$ cat config.mk
export PLATFORM = sky130hd
export DESIGN_NAME = twin_pred_seq
export DESIGN_NICKNAME = d
export VERILOG_FILES = /design/src/rtl/twin_pred_pkg.sv /design/src/rtl/tp_scan.sv /design/src/rtl/tp_lane.sv /design/src/rtl/tp_ctrl.sv /design/src/rtl/twin_pred_seq.sv
export SDC_FILE = /design/constraint.sdc
export NUM_CORES = 1
export LEC_CHECK = 0
export ABC_AREA = 1
export CAP_MARGIN = 20
export CORE_ASPECT_RATIO = 0.5
export CORE_UTILIZATION = 45
export DETAILED_ROUTE_END_ITERATION = 8
export GPL_ROUTABILITY_DRIVEN = 0
export GPL_TIMING_DRIVEN = 0
export PLACE_DENSITY_LB_ADDON = 0.1
export SKIP_CTS_REPAIR_TIMING = 1
export SLEW_MARGIN = 30
export SYNTH_ARGS = -nofsm -noshare
export SYNTH_HDL_FRONTEND = slang
export SYNTH_SLANG_ARGS = --single-unit
$ cat constraint.sdc
create_clock -name clk -period 3.04 [get_ports clk]
set_input_delay 0.304 -clock clk [delete_from_list [all_inputs] [get_ports clk]]
set_output_delay 0.304 -clock clk [all_outputs]
set_load 0.05 [all_outputs]
$ cat src/rtl/twin_pred_pkg.sv
package twin_pred_pkg;

    localparam int NUM_SIDES = 2;
    localparam int SIDE_SRC  = 0;
    localparam int SIDE_DST  = 1;

    typedef enum logic [1:0] {
        PM_NONE = 2'b00,
        PM_SRC  = 2'b01,
        PM_DST  = 2'b10,
        PM_TWIN = 2'b11
    } pred_mode_e;

    typedef enum logic {
        ST_IDLE = 1'b0,
        ST_RUN  = 1'b1
    } seq_state_e;

    // Whether the given side consults its mask under a mode.
    function automatic logic side_masked(input pred_mode_e mode, input int side);
        logic [1:0] bits;
        bits = mode;
        return (side == SIDE_SRC) ? bits[0] : bits[1];
    endfunction

    // Clamp a requested length to the mask width.
    function automatic int unsigned clamp_len(input int unsigned req, input int unsigned cap);
        return (req > cap) ? cap : req;
    endfunction

endpackage

$ cat src/rtl/tp_scan.sv
module tp_scan #(
    parameter int VLMAX = 16,
    parameter int IDX_W = $clog2(VLMAX + 1)
) (
    input  logic [VLMAX-1:0] mask,
    input  logic             use_mask,
    input  logic [IDX_W-1:0] from,
    input  logic [IDX_W-1:0] limit,
    output logic             found,
    output logic [IDX_W-1:0] idx
);

    logic [VLMAX-1:0] eligible;

    // Per-position eligibility: inside [from, limit) and enabled.
    for (genvar g = 0; g < VLMAX; g++) begin : g_elig
        localparam logic [IDX_W-1:0] POS = IDX_W'(g);
        assign eligible[g] = (POS >= from) && (POS < limit) && (!use_mask || mask[g]);
    end

    // Lowest eligible position wins.
    always_comb begin
        found = 1'b0;
        idx   = '0;
        for (int i = VLMAX - 1; i >= 0; i--) begin
            if (eligible[i]) begin
                found = 1'b1;
                idx   = IDX_W'(i);
            end
        end
    end

endmodule

$ cat src/rtl/tp_lane.sv
module tp_lane #(
    parameter int VLMAX = 16,
    parameter int IDX_W = $clog2(VLMAX + 1)
) (
    input  logic             clk,
    input  logic             rst,
    input  logic             load,
    input  logic [VLMAX-1:0] init_mask,
    input  logic [IDX_W-1:0] init_pos,
    input  logic             use_mask,
    input  logic [IDX_W-1:0] limit,
    input  logic             advance,
    output logic             found,
    output logic [IDX_W-1:0] idx,
    output logic [IDX_W-1:0] cursor
);

    logic [VLMAX-1:0] mask_q;
    logic [IDX_W-1:0] cursor_q;

    always_ff @(posedge clk) begin
        if (rst) begin
            mask_q   <= '0;
            cursor_q <= '0;
        end else if (load) begin
            mask_q   <= init_mask;
            cursor_q <= init_pos;
        end else if (advance) begin
            cursor_q <= idx + IDX_W'(1);
        end
    end

    tp_scan #(.VLMAX(VLMAX), .IDX_W(IDX_W)) scan_i (
        .mask     (mask_q),
        .use_mask (use_mask),
        .from     (cursor_q),
        .limit    (limit),
        .found    (found),
        .idx      (idx)
    );

    assign cursor = cursor_q;

    // the cursor moves only on a load or a completed transfer.
    a_r5_cursor_holds: assert property (@(posedge clk) disable iff (rst)
        (!load && !advance) |=> $stable(cursor_q))
        else $error("cursor moved without transfer");

    // every transfer moves the cursor strictly forward.
    a_r4_cursor_climbs: assert property (@(posedge clk) disable iff (rst)
        (advance && !load) |=> (cursor_q > $past(cursor_q)))
        else $error("cursor did not climb");

    // an offered index is never below the cursor.
    a_r9_not_below_cursor: assert property (@(posedge clk) disable iff (rst)
        found |-> (idx >= cursor_q))
        else $error("index below cursor");

endmodule

$ cat src/rtl/tp_ctrl.sv
module tp_ctrl
    import twin_pred_pkg::*;
(
    input  logic clk,
    input  logic rst,
    input  logic start,
    input  logic both_found,
    input  logic ready,
    output logic busy,
    output logic valid,
    output logic advance,
    output logic load,
    output logic done
);

    seq_state_e state_q;
    logic       done_q;

    assign busy    = (state_q == ST_RUN);
    assign load    = start && (state_q == ST_IDLE);
    assign valid   = busy && both_found;
    assign advance = valid && ready;
    assign done    = done_q;

    always_ff @(posedge clk) begin
        if (rst) begin
            state_q <= ST_IDLE;
            done_q  <= 1'b0;
        end else begin
            done_q <= 1'b0;
            case (state_q)
                ST_IDLE: if (start) state_q <= ST_RUN;
                ST_RUN: begin
                    if (!both_found) begin
                        state_q <= ST_IDLE;
                        done_q  <= 1'b1;
                    end
                end
                default: state_q <= ST_IDLE;
            endcase
        end
    end

    // completion lasts a single cycle.
    a_r6_done_single: assert property (@(posedge clk) disable iff (rst)
        done_q |=> !done_q)
        else $error("done longer than one cycle");

    // completion follows a running cycle that had no pair.
    a_r6_done_after_run: assert property (@(posedge clk) disable iff (rst)
        (busy && !both_found) |=> (done_q && !busy))
        else $error("end of operation not flagged");

    // a start while running leaves the controller running.
    a_r7_start_ignored: assert property (@(posedge clk) disable iff (rst)
        (busy && both_found && start) |=> busy)
        else $error("start disturbed a running operation");

endmodule

$ cat src/rtl/twin_pred_seq.sv
module twin_pred_seq
    import twin_pred_pkg::*;
#(
    parameter int VLMAX = 16,
    parameter int IDX_W = $clog2(VLMAX + 1)
) (
    input  logic             clk,
    input  logic             rst,
    input  logic             start_i,
    input  logic [VLMAX-1:0] src_mask_i,
    input  logic [VLMAX-1:0] dst_mask_i,
    input  logic [1:0]       mode_i,
    input  logic [IDX_W-1:0] vl_i,
    input  logic [IDX_W-1:0] start_idx_i,
    output logic             pair_valid_o,
    input  logic             pair_ready_i,
    output logic [IDX_W-1:0] src_idx_o,
    output logic [IDX_W-1:0] dst_idx_o,
    output logic [IDX_W-1:0] resume_idx_o,
    output logic             busy_o,
    output logic             done_o
);

    localparam logic [IDX_W-1:0] VL_CAP = IDX_W'(VLMAX);

    pred_mode_e       mode_q;
    logic [IDX_W-1:0] vl_q;

    logic             load;
    logic             advance;
    logic             valid;
    logic             busy;

    logic [NUM_SIDES-1:0][VLMAX-1:0] init_mask;
    logic [NUM_SIDES-1:0]            side_found;
    logic [NUM_SIDES-1:0]            side_use;
    logic [IDX_W-1:0]                side_idx    [NUM_SIDES];
    logic [IDX_W-1:0]                side_cursor [NUM_SIDES];

    assign init_mask[SIDE_SRC] = src_mask_i;
    assign init_mask[SIDE_DST] = dst_mask_i;

    always_ff @(posedge clk) begin
        if (rst) begin
            mode_q <= PM_NONE;
            vl_q   <= '0;
        end else if (load) begin
            mode_q <= pred_mode_e'(mode_i);
            vl_q   <= (vl_i > VL_CAP) ? VL_CAP : vl_i;
        end
    end

    for (genvar s = 0; s < NUM_SIDES; s++) begin : g_side
        assign side_use[s] = side_masked(mode_q, s);

        tp_lane #(.VLMAX(VLMAX), .IDX_W(IDX_W)) lane_i (
            .clk       (clk),
            .rst       (rst),
            .load      (load),
            .init_mask (init_mask[s]),
            .init_pos  (start_idx_i),
            .use_mask  (side_use[s]),
            .limit     (vl_q),
            .advance   (advance),
            .found     (side_found[s]),
            .idx       (side_idx[s]),
            .cursor    (side_cursor[s])
        );
    end

    tp_ctrl ctrl_i (
        .clk        (clk),
        .rst        (rst),
        .start      (start_i),
        .both_found (&side_found),
        .ready      (pair_ready_i),
        .busy       (busy),
        .valid      (valid),
        .advance    (advance),
        .load       (load),
        .done       (done_o)
    );

    assign pair_valid_o = valid;
    assign busy_o       = busy;
    assign src_idx_o    = side_idx[SIDE_SRC];
    assign dst_idx_o    = side_idx[SIDE_DST];
    assign resume_idx_o = side_cursor[SIDE_SRC];

    // an offered pair is held under back-pressure.
    a_r5_pair_stable: assert property (@(posedge clk) disable iff (rst)
        (pair_valid_o && !pair_ready_i) |=>
            (pair_valid_o && $stable(src_idx_o) && $stable(dst_idx_o)))
        else $error("pair changed while stalled");

    // without predication both indices move in lockstep.
    a_r1_lockstep: assert property (@(posedge clk) disable iff (rst)
        (pair_valid_o && mode_q == PM_NONE) |-> (src_idx_o == dst_idx_o))
        else $error("unpredicated indices diverged");

    // offered indices stay below the clamped length.
    a_r10_in_range: assert property (@(posedge clk) disable iff (rst)
        pair_valid_o |-> ((src_idx_o < vl_q) && (dst_idx_o < vl_q) && (vl_q <= VL_CAP)))
        else $error("index beyond length");

    // progress position follows the accepted source index.
    a_r8_resume_follows: assert property (@(posedge clk) disable iff (rst)
        (pair_valid_o && pair_ready_i) |=> (resume_idx_o == $past(src_idx_o) + IDX_W'(1)))
        else $error("progress index wrong");

endmodule

### Word level (Yosys, flattened, before mapping)

Cells that the tools add are included.

* $lt $le $gt $ge: 49
* add/subtract/negate cells: 2
* muxes and demuxes: 73
* bitwise logic cells: 1
* reduce and logical (&&, ||, !) cells: 104

Operators by type and width (count)
* 5-bit 2-to-1 mux: 35
* 4-bit by 5-bit greater-or-equal comparator with 1-bit output, first input constant: 16
* 1-bit logical AND: 67
* 3-bit by 5-bit greater-or-equal comparator with 1-bit output, first input constant: 8
* 4-bit by 5-bit less-than comparator with 1-bit output, first input constant: 8
* 1-bit 2-to-1 mux: 35
* 1-bit logical OR: 32
* 1-bit by 5-bit greater-or-equal comparator with 1-bit output, first input constant: 4
* 2-bit by 5-bit greater-or-equal comparator with 1-bit output, first input constant: 4
* 3-bit by 5-bit less-than comparator with 1-bit output, first input constant: 4
* 5-bit by 1-bit adder with 5-bit output, second input constant: 2
* 1-bit by 5-bit less-than comparator with 1-bit output, first input constant: 2
* 2-bit by 5-bit less-than comparator with 1-bit output, first input constant: 2
* 4-bit 2-to-1 mux: 2
* 5-bit > comparator, second input constant: 1
* 1-bit zero test: 2
* 1-bit one-hot mux with 2 select lines: 1
* 2-bit AND reduction: 1
* 2-bit nonzero test: 1
* 2-bit OR reduction: 1
* 1-bit NOT: 1

* output and inout port bits: 18
* register bits after elaboration: 51
* word-level logic and storage cells: 237

### Depth between registers and ports, before layout

* depth in word-level cells: 24
* gate-level depth with buffers: 26
* mapped depth without buffers: 26

### Modules after synthesis

Synthesis repeated with hierarchy kept, for this count alone.

* cell total of the unflattened synthesis: 520
* area total of the unflattened synthesis: 3221.8 um^2

Modules (own cells, without submodules)
* tp_lane: area an instance 842.1 um^2, cells an instance 115, seq. area each 420.4 um^2, times used 2
* tp_scan: area an instance 603.1 um^2, cells an instance 123, seq. area each 0.0 um^2, times used 2
* twin_pred_seq: area an instance 251.5 um^2, cells an instance 33, seq. area each 140.1 um^2, times used 1
* tp_ctrl: area an instance 80.1 um^2, cells an instance 11, seq. area each 40.0 um^2, times used 1

### Worst setup path after synthesis

Ideal clock, no wire load.

* kind: reg-to-reg
* from: register g_side[0].lane_i.cursor_q[3]
* to: register g_side[0].lane_i.cursor_q[4]
* data arrival time: 2.650 ns
* setup time: 0.070 ns
* stages on the path, launching flop included: 15
* slack: 0.320 ns
* cells stage by stage: dfxtp_1 nor2_1 inv_2 nor2_2 o2111ai_1 nand2_2 nor2_2 inv_2 nor3_2 nand2_1 inv_1 nand3_1 nand2_1 nand2_1 a21oi_1

* elaborated cells between the ends (all ways): 87
* those cells by class: add/sub: 1; order compare: 16; mux: 34; reduce/logical: 36

RTL lines
* start: declaration: RTL line tp_lane.sv:19 `logic [IDX_W-1:0] cursor_q;`
* start signal: assignment: RTL line tp_lane.sv:27 `cursor_q <= init_pos;`
* start signal: assignment: RTL line tp_lane.sv:29 `cursor_q <= idx + IDX_W'(1);`
* 4-bit by 5-bit greater-or-equal comparator with 1-bit output: RTL line tp_scan.sv:18 `assign eligible[g] = (POS >= from) && (POS < limit) && (!use_mask || mask[g]);`
* 1-bit logical AND (2 in a row): RTL line tp_scan.sv:18
* 4-bit 2-to-1 mux: RTL line tp_scan.sv:26 `if (eligible[i]) begin`
* 5-bit 2-to-1 mux (14 in a row): RTL line tp_scan.sv:26
* 5-bit 2-to-1 mux (*): RTL line tp_scan.sv:26
* named net src_idx_o[3]: RTL line twin_pred_seq.sv:17 `output logic [IDX_W-1:0] src_idx_o,`
* 5-bit by 1-bit adder with 5-bit output (*): RTL line tp_lane.sv:29
* 5-bit 2-to-1 mux (*): RTL line tp_lane.sv:28 `end else if (advance) begin`
* 5-bit 2-to-1 mux (*): RTL line tp_lane.sv:25 `end else if (load) begin`

Mark *: on every way through the listed nets, which the timed path passes. The rest lies on a longest branch. The select of a mux whose other input is x is not followed.
A chain may end at the register's enable or synchronous reset.

### Worst setup path after layout

* from: register vl_q[3]
* to: output src_idx_o[3]

* word-level cells in the longest chain between the ends: 19
* elaborated cells between the ends (all ways): 64
* those cells by class: order compare: 16; mux: 16; reduce/logical: 32

Ends and longest elaborated chain
* start: declaration: RTL line twin_pred_seq.sv:27 `logic [IDX_W-1:0] vl_q;`
* start signal: assignment: RTL line twin_pred_seq.sv:49 `vl_q <= (vl_i > VL_CAP) ? VL_CAP : vl_i;`
* 4-bit by 5-bit less-than comparator with 1-bit output: RTL line tp_scan.sv:18
* 1-bit logical AND (2 in a row): RTL line tp_scan.sv:18
* 4-bit 2-to-1 mux: RTL line tp_scan.sv:26
* 5-bit 2-to-1 mux (14 in a row): RTL line tp_scan.sv:26
* 5-bit 2-to-1 mux (*): RTL line tp_scan.sv:26
* end: declaration: RTL line twin_pred_seq.sv:17

Every way passes the cells marked *; elsewhere a longest branch is shown, timed or not.

==> flow_summary.json <==
{
  "status": "complete, no violations",
  "yosysWarnings": 0,
  "place_ws_ns": -0.116,
  "hold_path.startpoint": "rst",
  "async_reset_ff_share_pct": 0,
  "max_freq_ghz": 0.352,
  "hold_class": "primary input to register",
  "power_leakage_nw": 1.89,
  "io_buffers": 62,
  "crit_chain": "nor2_4 -> nand2_2 -> nor2_2 -> nand2_1 -> o2111ai_1 -> nand2_2 -> nor2_2 -> inv_2 -> nor3_2 -> dlymetal6s2s_1",
  "synthTopCellsByCount": "nor2_1, nand2_1, inv_1",
  "setup.worst_path.start_class": "register",
  "synth-edff-count": 0,
  "wl_per_cell_um": 14.1,
  "crit_slowest_cell": "dlymetal6s2s_1",
  "drt-initial-drc-count": 281,
  "drv_cap": 0,
  "crit_buf_inv": 2,
  "netlist_area_sq_um": 3080,
  "cts_tree": "yes",
  "antenna_found_initial": 0,
  "drt-vias-per-instance": 5.17,
  "num-nets-final": 613,
  "synth_seq_area_share_pct": 33.1,
  "grt_pass1_wl_um": 14500,
  "fp.coreArea_sq_um": 6330,
  "postRouteAntennaNets": 0,
  "hold_viol": 0,
  "grt_pass1_vias": 2908,
  "slew_headroom_pct": 60.5,
  "yosysMostFrequentCell": "nor2_1",
  "worst_slew_pin_slew_ns": 0.592,
  "max-vdd-ir-drop_v": 0.000544,
  "grt_max_degree": 16,
  "fin_skew_ns": 0.00479,
  "ys_top_cells_by_area": "dfxtp_1, nor2_1, nand2_1, o21ai_0, inv_1",
  "crit_path_start": "vl_q[3]$_SDFFE_PP0P_",
  "h-tree-depth": 2,
  "syn_to_final_growth_pct": 29.8,
  "cp-end-kind": "output port",
  "cp_data_required_time_ns": 2.74,
  "cts_buffers": 5,
  "globalRouteOverflowTotal": 0,
  "placementRows": 20,
  "path_max_fanout": 7,
  "power_mw": 2.91,
  "path_delay_family": "simple AND/OR/NAND/NOR gates",
  "slew_viol_final": 0,
  "min_period_over_period_pct": 93.3,
  "cpPeakStageDelay_ns": 0.47,
  "clk_latency_ns": 0.30,
  "n_antenna_cell": 0,
  "synth_ff_type": "dfxtp_1",
  "synth.distinct_cells": 41,
  "io_pins": 66,
  "clockBufferDepth": 2,
  "critical_path_class": "register to output port",
  "wl_um": 9180,
  "cp.arrival_ns": 2.53,
  "firstDrtPassIters": 4,
  "start_util_pct": 48.7,
  "cts_num_sinks": 51,
  "drcViolationCount": 0,
  "final.min_clock_period_ns": 2.84,
  "drive_gt1_share_pct": 9.56,
  "die_y_um": 60.5,
  "num_vias": 3375,
  "cts_root_buffer": "clkbuf_16",
  "clkTransAtPathRegs_ns": 0.07,
  "synth_top_area_share_pct": 33.1,
  "yosysTopAreaCell": "dfxtp_1",
  "finalSetupViolCount": 0,
  "synth_cells": 494,
  "synth_seq_cells": 51,
  "die_w_um": 119,
  "dieArea_sq_um": 7210,
  "r2r-start": "vl_q[2]$_SDFFE_PP0P_",
  "syn_area_per_cell_sq_um": 6.24,
  "hpwl_um": 7190,
  "setup_slack_ns": 0.203,
  "p_per_area_nw_per_um2": 728,
  "grtUsageTotal_pct": 27.0
}
==> per-stage QoR <==
step / area, sq um / hold WS (ns) / cells / setup TNS, ns / util, %
finish: 4000 / 0.341 / 653 / 0 / 63.2
global route: 4000 / 0.383 / 653 / -0.000306 / 63.2
CTS: 3990 / 0.349 / 653 / -1.61 / 63.0
detailed placement: 3820 / 0.451 / 645 / -0.116 / 60.3
global placement: 3820 / 0.449 / 645 / -0.110 / 60.3
floorplan: 3090 / 0.429 / 495 / 0 / -
==> path summary, 6_finish.rpt <==
check / end / slack (ns) / cells past startpoint
setup / recovery: src_idx_o[3] / 0.20 / 10
hold / removal: ctrl_i.done$_SDFF_PP0_ / 0.34 / 2
setup reg to reg: g_side[1].lane_i.cursor[4]$_SDFFE_PP0P_ / 0.41 / 23
hold reg to reg: g_side[1].lane_i.mask_q[14]$_SDFFE_PP0P_ / 0.46 / 2
==> where the power goes <==
| group | total, mW | switching, mW | internal (mW) |
|---|---|---|---|
| clock | 0.669 | 0.259 | 0.410 |
| combinational | 1.41 | 0.953 | 0.453 |
| sequential | 0.836 | 0.0857 | 0.751 |
==> final cells by class <==
type | count | area (sq um)
multi-input cells | 363 | 1750
well taps | 88 | 110
plain buffers | 18 | 78.8
fillers | 617 | 2330
clock inverters | 2 | 35.0
clock buffers | 6 | 139
inverters | 63 | 239
repair buffers | 62 | 623
flip-flops and latches | 51 | 1020
==> registers in the layout (all words and copies together), names as in the netlist <==
| name | count |
|---|---|
| g_side.lane_i.cursor | 10 |
| ctrl_i.busy | 1 |
| mode_q | 2 |
| vl_q | 5 |
| g_side.lane_i.mask_q | 32 |
| ctrl_i.done | 1 |
==> logic make-up after synthesis <==
group                      Yosys count  share of synthesized area [%]
DFF                                 51                           33.1
and+or+nand+nor                    253                           35.8
other                                1                          0.122
buffers and inverters               81                           10.3
adders and majority gates            1                          0.406
AOI/OAI and AO/OA                  107                           20.2
==> cells in the final DEF, fill, tap and decap left out, types with 6 or more instances in the layout <==
cell type / count
o21ai_0: 42
nor3_1: 10
nor2_1: 112
clkdlybuf4s50_1: 53
a21oi_1: 29
dlymetal6s2s_1: 6
o21ai_1: 12
inv_2: 8
nand3_1: 14
clkbuf_1: 11
dfxtp_1: 50
inv_1: 54
nand2_1: 86
==> metal layers <==
| layer | routed length (um) | global-route usage (%) | up-vias | part of all wire [%] |
|---|---|---|---|---|
| li1 | - | - | 1741 | - |
| met1 | 4800 | 39.2 | 1511 | 52 |
| met2 | 3650 | 39.1 | 114 | 40 |
| met3 | 659 | 7.61 | 9 | 7.2 |
| met4 | 82 | 6.69 | 0 | 0.89 |
| met5 | 0 | 0 | - | 0 |
==> worst register-to-register path: cells and delay by family (launching register included) <==
family | cells | cell delay, ns
buffers and inverters | 1 | 0.08
adder cells (fa/ha/maj) | 1 | 0.16
flip-flops | 1 | 0.45
AND/OR/NAND/NOR | 18 | 1.43
AO/OA/AOI/OAI | 3 | 0.46
(Power assumes the default switching activity.)
